===== src/rtl/hdlc_tx_pkg.sv =====
package hdlc_tx_pkg;

  typedef enum logic [2:0] {
    ST_DIS   = 3'd0,
    ST_IDLE  = 3'd1,
    ST_OPEN  = 3'd2,
    ST_CHAR  = 3'd3,
    ST_FCS   = 3'd4,
    ST_CLOSE = 3'd5,
    ST_ABORT = 3'd6
  } tx_state_e;

  typedef enum logic [1:0] {
    PK_FLAG  = 2'd0,
    PK_ABORT = 2'd1,
    PK_DATA  = 2'd2,
    PK_FCS   = 2'd3
  } pat_kind_e;

  localparam logic [7:0] FLAG_BYTE = 8'h7E;
  localparam logic [15:0] CRC_PRESET = 16'hFFFF;
  localparam logic [15:0] CRC_POLY_REFL = 16'h8408;

  // Fold one byte into the running check value, low bit first.
  function automatic logic [15:0] crc16_byte(input logic [15:0] cur, input logic [7:0] d);
    logic [15:0] c;
    logic fb;
    c = cur;
    for (int i = 0; i < 8; i++) begin
      fb = c[0] ^ d[i];
      c = c >> 1;
      if (fb) c = c ^ CRC_POLY_REFL;
    end
    return c;
  endfunction

endpackage


===== src/rtl/hdlc_tx_shifter.sv =====
module hdlc_tx_shifter
  import hdlc_tx_pkg::*;
#(
  parameter int SH_W = 16,
  parameter int RUN  = 5,
  localparam int CNT_W = $clog2(SH_W + 1),
  localparam int ONE_W = $clog2(RUN + 1)
) (
  input  logic             clk,
  input  logic             rst_n,
  input  logic             halt,
  input  logic             load,
  input  logic [SH_W-1:0]  ld_word,
  input  logic [CNT_W-1:0] ld_len,
  input  logic             ld_stuff,
  output logic             bit_o,
  output logic             unit_end
);

  logic [SH_W-1:0]  sh_q;
  logic [CNT_W-1:0] cnt_q;
  logic [ONE_W-1:0] ones_q;
  logic             stuff_en_q;

  logic             stuff_now;
  logic [ONE_W-1:0] ones_emit;

  // A zero goes out instead of payload once RUN ones were sent.
  assign stuff_now = stuff_en_q && (ones_q == ONE_W'(RUN));
  assign bit_o     = stuff_now ? 1'b0 : sh_q[0];

  always_comb begin
    if (stuff_now || !stuff_en_q) ones_emit = '0;
    else if (sh_q[0])             ones_emit = ones_q + 1'b1;
    else                          ones_emit = '0;
  end

  // Boundary: last payload bit with no stuff owed, or the owed stuff bit.
  always_comb begin
    if (stuff_now) unit_end = (cnt_q == '0);
    else           unit_end = (cnt_q == CNT_W'(1)) &&
                              !(stuff_en_q && ones_emit == ONE_W'(RUN));
  end

  always_ff @(posedge clk or negedge rst_n) begin
    if (!rst_n) begin
      sh_q       <= '0;
      cnt_q      <= '0;
      ones_q     <= '0;
      stuff_en_q <= 1'b0;
    end else if (halt) begin
      sh_q       <= '0;
      cnt_q      <= '0;
      ones_q     <= '0;
      stuff_en_q <= 1'b0;
    end else if (load) begin
      sh_q       <= ld_word;
      cnt_q      <= ld_len;
      stuff_en_q <= ld_stuff;
      ones_q     <= ld_stuff ? ones_emit : '0;
    end else if (stuff_now) begin
      ones_q <= '0;
    end else if (cnt_q != '0) begin
      sh_q   <= sh_q >> 1;
      cnt_q  <= cnt_q - 1'b1;
      ones_q <= ones_emit;
    end
  end

  p_run_bounded_r3: assert property (@(posedge clk) disable iff (!rst_n)
    ones_q <= ONE_W'(RUN));

  p_stuff_is_zero_r3: assert property (@(posedge clk) disable iff (!rst_n)
    (stuff_en_q && ones_q == ONE_W'(RUN)) |-> !bit_o);

  p_end_on_last_r3: assert property (@(posedge clk) disable iff (!rst_n)
    unit_end |-> (cnt_q <= CNT_W'(1)));

endmodule


===== src/rtl/hdlc_tx_fcs.sv =====
module hdlc_tx_fcs
  import hdlc_tx_pkg::*;
#(
  parameter int FCS_W  = 16,
  parameter int DATA_W = 8
) (
  input  logic              clk,
  input  logic              rst_n,
  input  logic              preset,
  input  logic              upd,
  input  logic [DATA_W-1:0] din,
  output logic [FCS_W-1:0]  crc
);

  always_ff @(posedge clk or negedge rst_n) begin
    if (!rst_n)      crc <= FCS_W'(CRC_PRESET);
    else if (preset) crc <= FCS_W'(CRC_PRESET);
    else if (upd)    crc <= FCS_W'(crc16_byte(16'(crc), 8'(din)));
  end

  p_preset_value_r4: assert property (@(posedge clk) disable iff (!rst_n)
    preset |=> (crc == FCS_W'(CRC_PRESET)));

  p_crc_hold_r4: assert property (@(posedge clk) disable iff (!rst_n)
    (!preset && !upd) |=> $stable(crc));

endmodule


===== src/rtl/hdlc_tx_ctrl.sv =====
module hdlc_tx_ctrl
  import hdlc_tx_pkg::*;
(
  input  logic      clk,
  input  logic      rst_n,
  input  logic      cmd_tx_en,
  input  logic      cmd_tx_dis,
  input  logic      cmd_tx_rst,
  input  logic      cmd_ch_rst,
  input  logic      cmd_abort,
  input  logic      cmd_eom,
  input  logic      cfg_crc_en,
  input  logic      cfg_udr_close,
  input  logic      in_valid,
  input  logic      unit_end,
  output tx_state_e st,
  output logic      load,
  output pat_kind_e ld_kind,
  output logic      accept,
  output logic      halt
);

  tx_state_e nxt;
  logic abort_p, eom_p, dis_p;
  logic abort_req, eom_req, dis_req, rst_cmd;
  logic close_kind_fcs;

  assign rst_cmd   = cmd_tx_rst | cmd_ch_rst;
  assign abort_req = abort_p | cmd_abort;
  assign eom_req   = eom_p | cmd_eom;
  assign dis_req   = dis_p | cmd_tx_dis;
  assign close_kind_fcs = cfg_crc_en;

  always_comb begin
    nxt  = st;
    load = 1'b0;
    if (st == ST_DIS) begin
      if (abort_req) begin
        nxt = ST_ABORT; load = 1'b1;
      end else if (cmd_tx_en) begin
        nxt = ST_IDLE; load = 1'b1;
      end
    end else if (unit_end) begin
      load = 1'b1;
      if (abort_req) nxt = ST_ABORT;
      else begin
        unique case (st)
          ST_IDLE: begin
            if (in_valid)     nxt = ST_OPEN;
            else if (dis_req) begin nxt = ST_DIS; load = 1'b0; end
            else              nxt = ST_IDLE;
          end
          ST_OPEN:  nxt = in_valid ? ST_CHAR : ST_IDLE;
          ST_CHAR: begin
            if (eom_req || (!in_valid && cfg_udr_close))
              nxt = close_kind_fcs ? ST_FCS : ST_CLOSE;
            else if (in_valid) nxt = ST_CHAR;
            else               nxt = ST_ABORT;
          end
          ST_FCS:   nxt = ST_CLOSE;
          ST_CLOSE: nxt = in_valid ? ST_CHAR : ST_IDLE;
          ST_ABORT: nxt = in_valid ? ST_OPEN : ST_IDLE;
          default:  nxt = ST_IDLE;
        endcase
      end
    end
    if (rst_cmd) begin
      nxt  = ST_DIS;
      load = 1'b0;
    end
  end

  always_comb begin
    unique case (nxt)
      ST_CHAR:  ld_kind = PK_DATA;
      ST_FCS:   ld_kind = PK_FCS;
      ST_ABORT: ld_kind = PK_ABORT;
      default:  ld_kind = PK_FLAG;
    endcase
  end

  assign accept = load && (nxt == ST_CHAR);
  assign halt   = (nxt == ST_DIS);

  always_ff @(posedge clk or negedge rst_n) begin
    if (!rst_n) begin
      st      <= ST_DIS;
      abort_p <= 1'b0;
      eom_p   <= 1'b0;
      dis_p   <= 1'b0;
    end else begin
      st <= nxt;
      if (rst_cmd || (load && nxt == ST_ABORT)) abort_p <= 1'b0;
      else                                       abort_p <= abort_req;
      if (rst_cmd || (load && st == ST_CHAR && nxt != ST_CHAR) || (load && nxt == ST_ABORT))
        eom_p <= 1'b0;
      else
        eom_p <= eom_req;
      if (rst_cmd || nxt == ST_DIS || cmd_tx_en) dis_p <= 1'b0;
      else                                        dis_p <= dis_req;
    end
  end

  p_reset_cmd_r8: assert property (@(posedge clk) disable iff (!rst_n)
    (cmd_tx_rst || cmd_ch_rst) |=> (st == ST_DIS));

  p_hold_between_units_r7: assert property (@(posedge clk) disable iff (!rst_n)
    (st != ST_DIS && !unit_end && !rst_cmd) |=> $stable(st));

  p_underrun_abort_r6: assert property (@(posedge clk) disable iff (!rst_n)
    (st == ST_CHAR && unit_end && !in_valid && !eom_req && !abort_req &&
     !cfg_udr_close && !rst_cmd) |=> (st == ST_ABORT));

  p_dis_deferred_r9: assert property (@(posedge clk) disable iff (!rst_n)
    (st == ST_CHAR && cmd_tx_dis && !rst_cmd) |=> (st != ST_DIS));

endmodule


===== src/rtl/hdlc_tx_seq.sv =====
module hdlc_tx_seq
  import hdlc_tx_pkg::*;
#(
  parameter int DATA_W    = 8,
  parameter int FCS_W     = 16,
  parameter int STUFF_RUN = 5,
  parameter int ABORT_LEN = 8,
  localparam int SH_W  = FCS_W,
  localparam int CNT_W = $clog2(SH_W + 1)
) (
  input  logic              clk,
  input  logic              rst_n,
  input  logic              cmd_tx_en,
  input  logic              cmd_tx_dis,
  input  logic              cmd_tx_rst,
  input  logic              cmd_ch_rst,
  input  logic              cmd_abort,
  input  logic              cmd_eom,
  input  logic              cfg_crc_en,
  input  logic              cfg_udr_close,
  input  logic              in_valid,
  input  logic [DATA_W-1:0] in_data,
  output logic              in_ready,
  output logic              txd,
  output logic [2:0]        tx_state
);

  tx_state_e        st;
  pat_kind_e        ld_kind;
  logic             load, accept, halt, unit_end, bit_o;
  logic [FCS_W-1:0] crc;
  logic [SH_W-1:0]  ld_word;
  logic [CNT_W-1:0] ld_len;
  logic             ld_stuff;
  logic             crc_preset;

  hdlc_tx_ctrl u_ctrl (
    .clk, .rst_n,
    .cmd_tx_en, .cmd_tx_dis, .cmd_tx_rst, .cmd_ch_rst, .cmd_abort, .cmd_eom,
    .cfg_crc_en, .cfg_udr_close, .in_valid, .unit_end,
    .st, .load, .ld_kind, .accept, .halt
  );

  always_comb begin
    unique case (ld_kind)
      PK_DATA: begin
        ld_word = SH_W'(in_data); ld_len = CNT_W'(DATA_W); ld_stuff = 1'b1;
      end
      PK_FCS: begin
        ld_word = SH_W'(~crc);    ld_len = CNT_W'(FCS_W);  ld_stuff = 1'b1;
      end
      PK_ABORT: begin
        ld_word = '1;             ld_len = CNT_W'(ABORT_LEN); ld_stuff = 1'b0;
      end
      default: begin
        ld_word = SH_W'(FLAG_BYTE); ld_len = CNT_W'(8);    ld_stuff = 1'b0;
      end
    endcase
  end

  hdlc_tx_shifter #(.SH_W(SH_W), .RUN(STUFF_RUN)) u_shift (
    .clk, .rst_n, .halt, .load, .ld_word, .ld_len, .ld_stuff,
    .bit_o, .unit_end
  );

  assign crc_preset = load && (ld_kind == PK_FLAG || ld_kind == PK_ABORT);

  hdlc_tx_fcs #(.FCS_W(FCS_W), .DATA_W(DATA_W)) u_fcs (
    .clk, .rst_n, .preset(crc_preset), .upd(accept), .din(in_data), .crc
  );

  assign in_ready = accept;
  assign txd      = (st == ST_DIS) ? 1'b1 : bit_o;
  assign tx_state = st;

  p_no_accept_disabled_r1: assert property (@(posedge clk) disable iff (!rst_n)
    (st == ST_DIS) |-> !in_ready);

  p_ready_at_boundary_r3: assert property (@(posedge clk) disable iff (!rst_n)
    in_ready |-> unit_end);

endmodule


===== config.mk =====
export PLATFORM = sky130hd
export DESIGN_NAME = hdlc_tx_seq
export DESIGN_NICKNAME = d
export VERILOG_FILES = /design/src/rtl/hdlc_tx_pkg.sv /design/src/rtl/hdlc_tx_shifter.sv /design/src/rtl/hdlc_tx_fcs.sv /design/src/rtl/hdlc_tx_ctrl.sv /design/src/rtl/hdlc_tx_seq.sv
export SDC_FILE = /design/constraint.sdc
export NUM_CORES = 1
export LEC_CHECK = 0
export CAP_MARGIN = 20
export CELL_PAD_IN_SITES_DETAIL_PLACEMENT = 0
export CELL_PAD_IN_SITES_GLOBAL_PLACEMENT = 1
export CORE_ASPECT_RATIO = 2
export CORE_UTILIZATION = 51
export DETAILED_ROUTE_END_ITERATION = 6
export GPL_TIMING_DRIVEN = 0
export PLACE_DENSITY_LB_ADDON = 0.05
export SYNTH_ARGS = -nofsm -noshare
export SYNTH_HDL_FRONTEND = slang
export SYNTH_HIERARCHICAL = 1
export SYNTH_SLANG_ARGS = --single-unit

===== constraint.sdc =====
create_clock -name clk -period 5.15 [get_ports clk]
set_input_delay 0.515 -clock clk [delete_from_list [all_inputs] [get_ports clk]]
set_output_delay 0.515 -clock clk [all_outputs]
set_load 0.01 [all_outputs]

# ---- Word level (Yosys, flattened, before mapping)
# Index checks and enable logic that the tools add are counted.
dict set report word_totals {
  ff_bits 47
  out_inout_bits 5
}
dict set report classes {
  add_sub_neg 2
  n_eq_ne 17
  mux 74
  bitwise_logic 21
  reduce_logical 32
}
# operator count
set ops {}
lappend ops {{$mux W16} 28}
lappend ops {{$mux W3} 16}
lappend ops {{$pmux W16 S3} 1}
lappend ops {{$mux W5} 5}
lappend ops {{$not A2 Y3} 8}
lappend ops {{$eq A3 B3 Y1 const B} 7}
lappend ops {{$mux W1} 20}
lappend ops {{$not A16 Y16} 1}
lappend ops {{$pmux W3 S5} 1}
lappend ops {{$eq A3 B2 Y1 const B} 3}
lappend ops {{$logic_and A1 B1 Y1} 9}
lappend ops {{$logic_or A1 B1 Y1} 8}
lappend ops {{$xor A1 B1 Y1} 8}
lappend ops {{$logic_not A3 Y1} 2}
lappend ops {{$pmux W2 S3} 1}
lappend ops {{$eq A5 B1 Y1 const B} 1}
lappend ops {{$logic_not A5 Y1} 1}
lappend ops {{$reduce_bool A5 Y1} 1}
lappend ops {{$sub A5 B1 Y5 const B} 1}
lappend ops {{$eq A2 B2 Y1 const B} 2}
lappend ops {{$mux W2} 2}
lappend ops {{$or A1 B1 Y1} 4}
lappend ops {{$reduce_bool A2 Y1} 2}
lappend ops {{$reduce_bool A4 Y1} 1}
lappend ops {{other kinds (10)} 13}

# ---- Depth between registers and ports, before layout
dict set report depth {
  ltp_word 46
  ltp_mapped 18
  ltp_nobuf 16
}

# ---- By module
# The synthesis kept the hierarchy.
# mod n_inst cells_each area_per_inst_um2
set modules_own_cells {}
lappend modules_own_cells {hdlc_tx_shifter 1 141 1485.2}
lappend modules_own_cells {hdlc_tx_fcs 1 82 1027.2}
lappend modules_own_cells {hdlc_tx_ctrl 1 65 586.8}
lappend modules_own_cells {hdlc_tx_seq 1 41 265.3}

# ---- Least setup slack after synthesis
# Ideal clock, no wire load.
dict set report synth_path {
  path_type {reg2reg}
  start {register u_shift.ones_q[0]}
  end {register u_shift.ones_q[0]}
  arrival_ns 3.149
  required_ns 5.025
  setup_slack_ns 1.876
  path_stages_with_launch 13
  period_less_slack_ns 3.274
  path_cell_list {dfrtp_1 -> ha_1 -> nand3_1 -> clkbuf_1 -> nand3_1 -> o21ai_0 -> and2b_2 -> nor3_1 -> a311oi_4 -> nor3_1 -> nand3b_1 -> a2111oi_0 -> mux2_2}
}
dict set report synth_via {
  elab_cells_between_ends 32
}
# item line
set synth_rtl {}
lappend synth_rtl {{start: declaration} hdlc_tx_shifter.sv:22} ;# logic [ONE_W-1:0] ones_q;
lappend synth_rtl {{start signal: assignment} hdlc_tx_shifter.sv:60} ;# ones_q <= ld_stuff ? ones_emit : '0;
lappend synth_rtl {{start signal: assignment} hdlc_tx_shifter.sv:66} ;# ones_q <= ones_emit;
lappend synth_rtl {{branches (longest 8 deep; another with $add A3 B1 Y3)} --}
lappend synth_rtl {{$mux W1 (*)} hdlc_tx_shifter.sv:40} ;# if (stuff_now) unit_end = (cnt_q == '0);
lappend synth_rtl {{named net unit_end} hdlc_tx_seq.sv:30} ;# logic load, accept, halt, unit_end, bit_o;
lappend synth_rtl {{$mux W3 (*)} hdlc_tx_ctrl.sv:43} ;# end else if (unit_end) begin
lappend synth_rtl {{$mux W3 (*)} hdlc_tx_ctrl.sv:37} ;# if (st == ST_DIS) begin
lappend synth_rtl {{$mux W3 (*)} hdlc_tx_ctrl.sv:67} ;# if (rst_cmd) begin
lappend synth_rtl {{named net u_ctrl.nxt[0]} hdlc_tx_ctrl.sv:23} ;# tx_state_e nxt;
lappend synth_rtl {{$logic_not A3 Y1 (*)} hdlc_tx_ctrl.sv:83} ;# assign halt = (nxt == ST_DIS);
lappend synth_rtl {{named net halt} hdlc_tx_seq.sv:30}
lappend synth_rtl {{$reduce_bool A4 Y1 (no source line) or $mux W3 (tied branches)} --}
# Mark *: on every way through the listed nets, which the timed path passes. The select of a mux whose other input is x is not followed.
# A chain may end at the register's enable or synchronous reset.

# ---- Worst setup path in the final report
dict set report layout_path {
  start {register u_shift.ones_q[0]}
  end {output port in_ready}
}
dict set report layout_via {
  elab_chain_len 14
  elab_cells_between_ends 19
}
# item line
set layout_lines {}
lappend layout_lines {{branches (longest 8 deep; another with $add A3 B1 Y3)} --}
lappend layout_lines {{$mux W1 (*)} hdlc_tx_shifter.sv:40}
lappend layout_lines {{named net unit_end} hdlc_tx_seq.sv:30}
lappend layout_lines {{$mux W3 (*)} hdlc_tx_ctrl.sv:43}
lappend layout_lines {{$mux W3 (*)} hdlc_tx_ctrl.sv:37}
lappend layout_lines {{$mux W3 (*)} hdlc_tx_ctrl.sv:67}
lappend layout_lines {{named net u_ctrl.nxt[0]} hdlc_tx_ctrl.sv:23}
lappend layout_lines {{$eq A3 B2 Y1 (*)} hdlc_tx_ctrl.sv:82} ;# assign accept = load && (nxt == ST_CHAR);
lappend layout_lines {{$logic_and A1 B1 Y1 (*)} hdlc_tx_ctrl.sv:82}
lappend layout_lines {{end: declaration} hdlc_tx_seq.sv:23} ;# output logic in_ready,
# Mark *: on every way through the listed nets, which the timed path passes.

==> impl_metrics.csv <==
group,metric,value,unit
run_status,status,"complete, no violations",
clock_tree,clock-sinks,47,
timing,finalSetupTns,0,ns
global_routing,antenna_found_initial,0,
critical_path,cpPeakStageDelay,0.57,ns
yosys,synth_cell_types,68,
yosys,ys_warn_count,6,
power_and_ir_drop,p_int,931.9,uW
finish,utilization,0.6088,
finish,diodes,0,
clock_tree,postCtsSetupRepairBufs,0,
critical_path,cpMostUsedCell,"nand3_1",
drt,antenna_left,0,
drt,drt_iter0_markers,150,
power_and_ir_drop,p_sw_frac,0.3727,
power_and_ir_drop,power_density,383.6,nW/um^2
finish,drive_gt1_frac,0.1846,
drt,vias,2568,
clock_tree,cts.hold.buffers_added,0,
placement,gp_congestion,0.7780,
finish,syn_to_final_growth,15.10,%
yosys,yosysMostFrequentCell,"a211oi_1",
placement,placedCellCount,441,
timing,max_freq,0.2345,GHz
finish,fillers,603,
clock_tree,insertion_delay,0.29,ns
yosys,synth_ff_type,"dfrtp_1",
clock_tree,clk_pin_slew,0.07,ns
global_routing,grt_pass1_vias,2759,
timing,final_hold_viol_count,0,
yosys,synth_edf_count,0,
die,die_h,116.9,um
global_routing,overflow,0,
timing,min_period,4.265,ns
clock_tree,htree_levels,2,
clock_tree,cts_tree,"built",
global_routing,track_usage,0.2702,
yosys,netlist_area,3364,um^2
yosys,ys_top_cells_by_count,"a211oi_1 (35), dfrtp_1 (31), nor2_1 (21), a21oi_1 (20), mux2i_1 (17)",
power_and_ir_drop,pwr-share-clk,0.225,
clock_tree,cts-root-buf,"clkbuf_16",
die,core_region_area,6361,um^2
timing,slew_headroom,0.4196,
die,die_x,59.43,um
clock_tree,cts_made_buffers,5,
critical_path,arrival,3.75,ns
power_and_ir_drop,static-leakage-power,1.545,nW
critical_path,crit_fanout,10,
yosys,synth_area_leader_cell,"dfrtp_1",
global_routing,grt_max_degree,31,
critical_path,startpoint_type,"flop",
global_routing,grt_pass1_wl,13.68,mm
finish,nets,385,
flow_run,cap_violations,0,
clock_tree,cts_resized,0,
yosys,synth_area_leaders,"dfrtp_1 (23%), dfstp_2 (12%), a211oi_1 (7.8%)",
die,num_rows,41,
timing,setup_viol,0,
timing,slew_violations,0,
yosys,synth-seq-cells,47,
drt,via_per_inst,5.719,
power_and_ir_drop,peakVddDrop,222.8,uV
die,pin_count,24,
timing,worst_slew_pin_slew,0.8640,ns
critical_path,critPathRequiredTime,4.64,ns
yosys,synth-async-reset-ratio,1.000,
worst_hold_path,hold_class,"in -> async",
timing,post-route-period-util,0.8282,
power_and_ir_drop,comb_power_share,0.434,
power_and_ir_drop,p_seq_frac,0.340,
yosys,yosysSeqAreaShare,0.3555,
yosys,synthCells,329,
placement,hpwlAfterDp,6.474,mm
die,die_area,6945,um^2
drt,wirelength,8.355,mm
drt,dr.pass1.iters,4,
drt,wire_per_inst,18.61,um
critical_path,path_cells,"ha_1, nand3_1, clkbuf_1, nand3_1, o21ai_0, mux2_4, a21oi_2, a311oi_4, and3_1, clkdlybuf4s50_1",
timing,skew,0.006953,ns
placement,io_buffers,23,
timing,worst_slack,0.8849,ns
finish,final_cells,449,
critical_path,cpMaxStageDelayCell,"clkdlybuf4s50_1",
timing,rsz0062_at_grt,"no",
critical_path,critPathKind,"reg -> out",
yosys,yosysTopAreaCellShare,0.2306,
power_and_ir_drop,switching_power,553.7,uW
die,start_util,0.5289,
clock_tree,cts_max_path_buffers,2,
drt,drc,0,
yosys,syn_avg_cell_area,10.23,um^2
placement,place_ws,0.9847,ns
critical_path,endpoint_kind,"primary output",
path summary, 6_finish.rpt:
kind	start	endpoint	slack [ns]	depth (start not counted)
min in group clk	u_shift/ones_q[1]$_DFFE_PN0P_	u_shift/ones_q[1]$_DFFE_PN0P_	0.55	1
worst max register to register	u_shift/ones_q[0]$_DFFE_PN0P_	u_fcs/crc[11]$_DFFE_PN1P_	1.02	15
max in group asynchronous	rst_n	u_fcs/crc[15]$_DFFE_PN1P_	4.40	2
worst min register to register	u_shift/ones_q[1]$_DFFE_PN0P_	u_shift/ones_q[1]$_DFFE_PN0P_	0.55	1
worst min-delay path	rst_n	u_shift/ones_q[1]$_DFFE_PN0P_	0.15	1
worst max-delay path	u_shift/ones_q[0]$_DFFE_PN0P_	in_ready	0.88	10
through the flow:
step                hold slack (ns)  total power [mW]  instance area, um^2
floorplan                    0.2194            0.9794                 3372
global placement             0.5337             1.141                 3710
detailed placement           0.4834             1.152                 3725
CTS                          0.1670             1.492                 3872
global route                 0.1886             1.582                 3872
finish                       0.1537             1.486                 3872
sequential cells by signal, summed over array words and instances (netlist names):
register	cells
u_ctrl/abort_p	1
u_ctrl/dis_p	1
u_ctrl/eom_p	1
u_ctrl/st	3
u_fcs/crc	16
u_shift/cnt_q	5
u_shift/ones_q	3
u_shift/sh_q	16
u_shift/stuff_en_q	1
power by group through the flow:
stage | Sequential, mW | Clock (mW) | Combinational [mW]
after floorplan | 0.488 | 0 | 0.491
after global placement | 0.507 | 0 | 0.634
after detailed placement | 0.509 | 0 | 0.643
after CTS | 0.504 | 0.341 | 0.647
after global routing | 0.513 | 0.355 | 0.713
final | 0.505 | 0.335 | 0.645
routing by layer:
| metal | wire, um | vias up | GRT usage |
|---|---|---|---|
| met2 | 4902 | 37 | 0.5273 |
| met3 | 178 | 15 | 0.03736 |
| li1 | - | 1269 | - |
| met4 | 283 | 0 | 0.1222 |
| met1 | 2991 | 1247 | 0.2673 |
| met5 | 0 | - | 0 |
cell type report:
class                           count  area (um^2)  area share
Inverter                           10        37.54    0.009693
Clock inverter                      1        5.005    0.001292
Sequential cell                    47         1196      0.3089
Multi-Input combinational cell    249         1986      0.5128
Timing Repair Buffer               24        245.2     0.06333
Tap cell                           86        107.6     0.02779
Clock buffer                        7        142.6     0.03683
Buffer                             25        152.6     0.03942
worst max-delay path, delay by kind of cell (launching register included):
kind,cells,cell delay [ns]
muxes,1,0.27
buffers and inverters,2,0.95
DFF,1,0.42
AOI/OAI and AO/OA,3,1.01
adders and majority gates,1,0.26
and+or+nand+nor,3,0.54
layout by cell type, fill, tap and decap left out, types with 10 or more instances in the layout:
cell	netlist	final
a211oi_1	35	35
dfrtp_1	31	31
clkdlybuf4s50_1	0	22
nor2_1	21	21
a21oi_1	20	20
mux2i_1	17	17
dfstp_2	16	16
clkbuf_1	11	12
o21ai_0	11	11
nor3_1	10	10
nor2b_1	10	10
xnor2_1	10	10
cells by family (layout without fill, tap and decap cells):
family,Yosys count,in the layout,synth area share
AO/OA/AOI/OAI,108,108,0.2324
XOR/XNOR,26,26,0.1116
adder cells (fa/ha/maj),4,4,0.01488
buffers and inverters,35,67,0.05653
flip-flops,47,47,0.3555
multiplexers,21,21,0.06508
other,1,3,0.001115
AND/OR/NAND/NOR,87,87,0.1629
(Power assumes the default switching activity.)
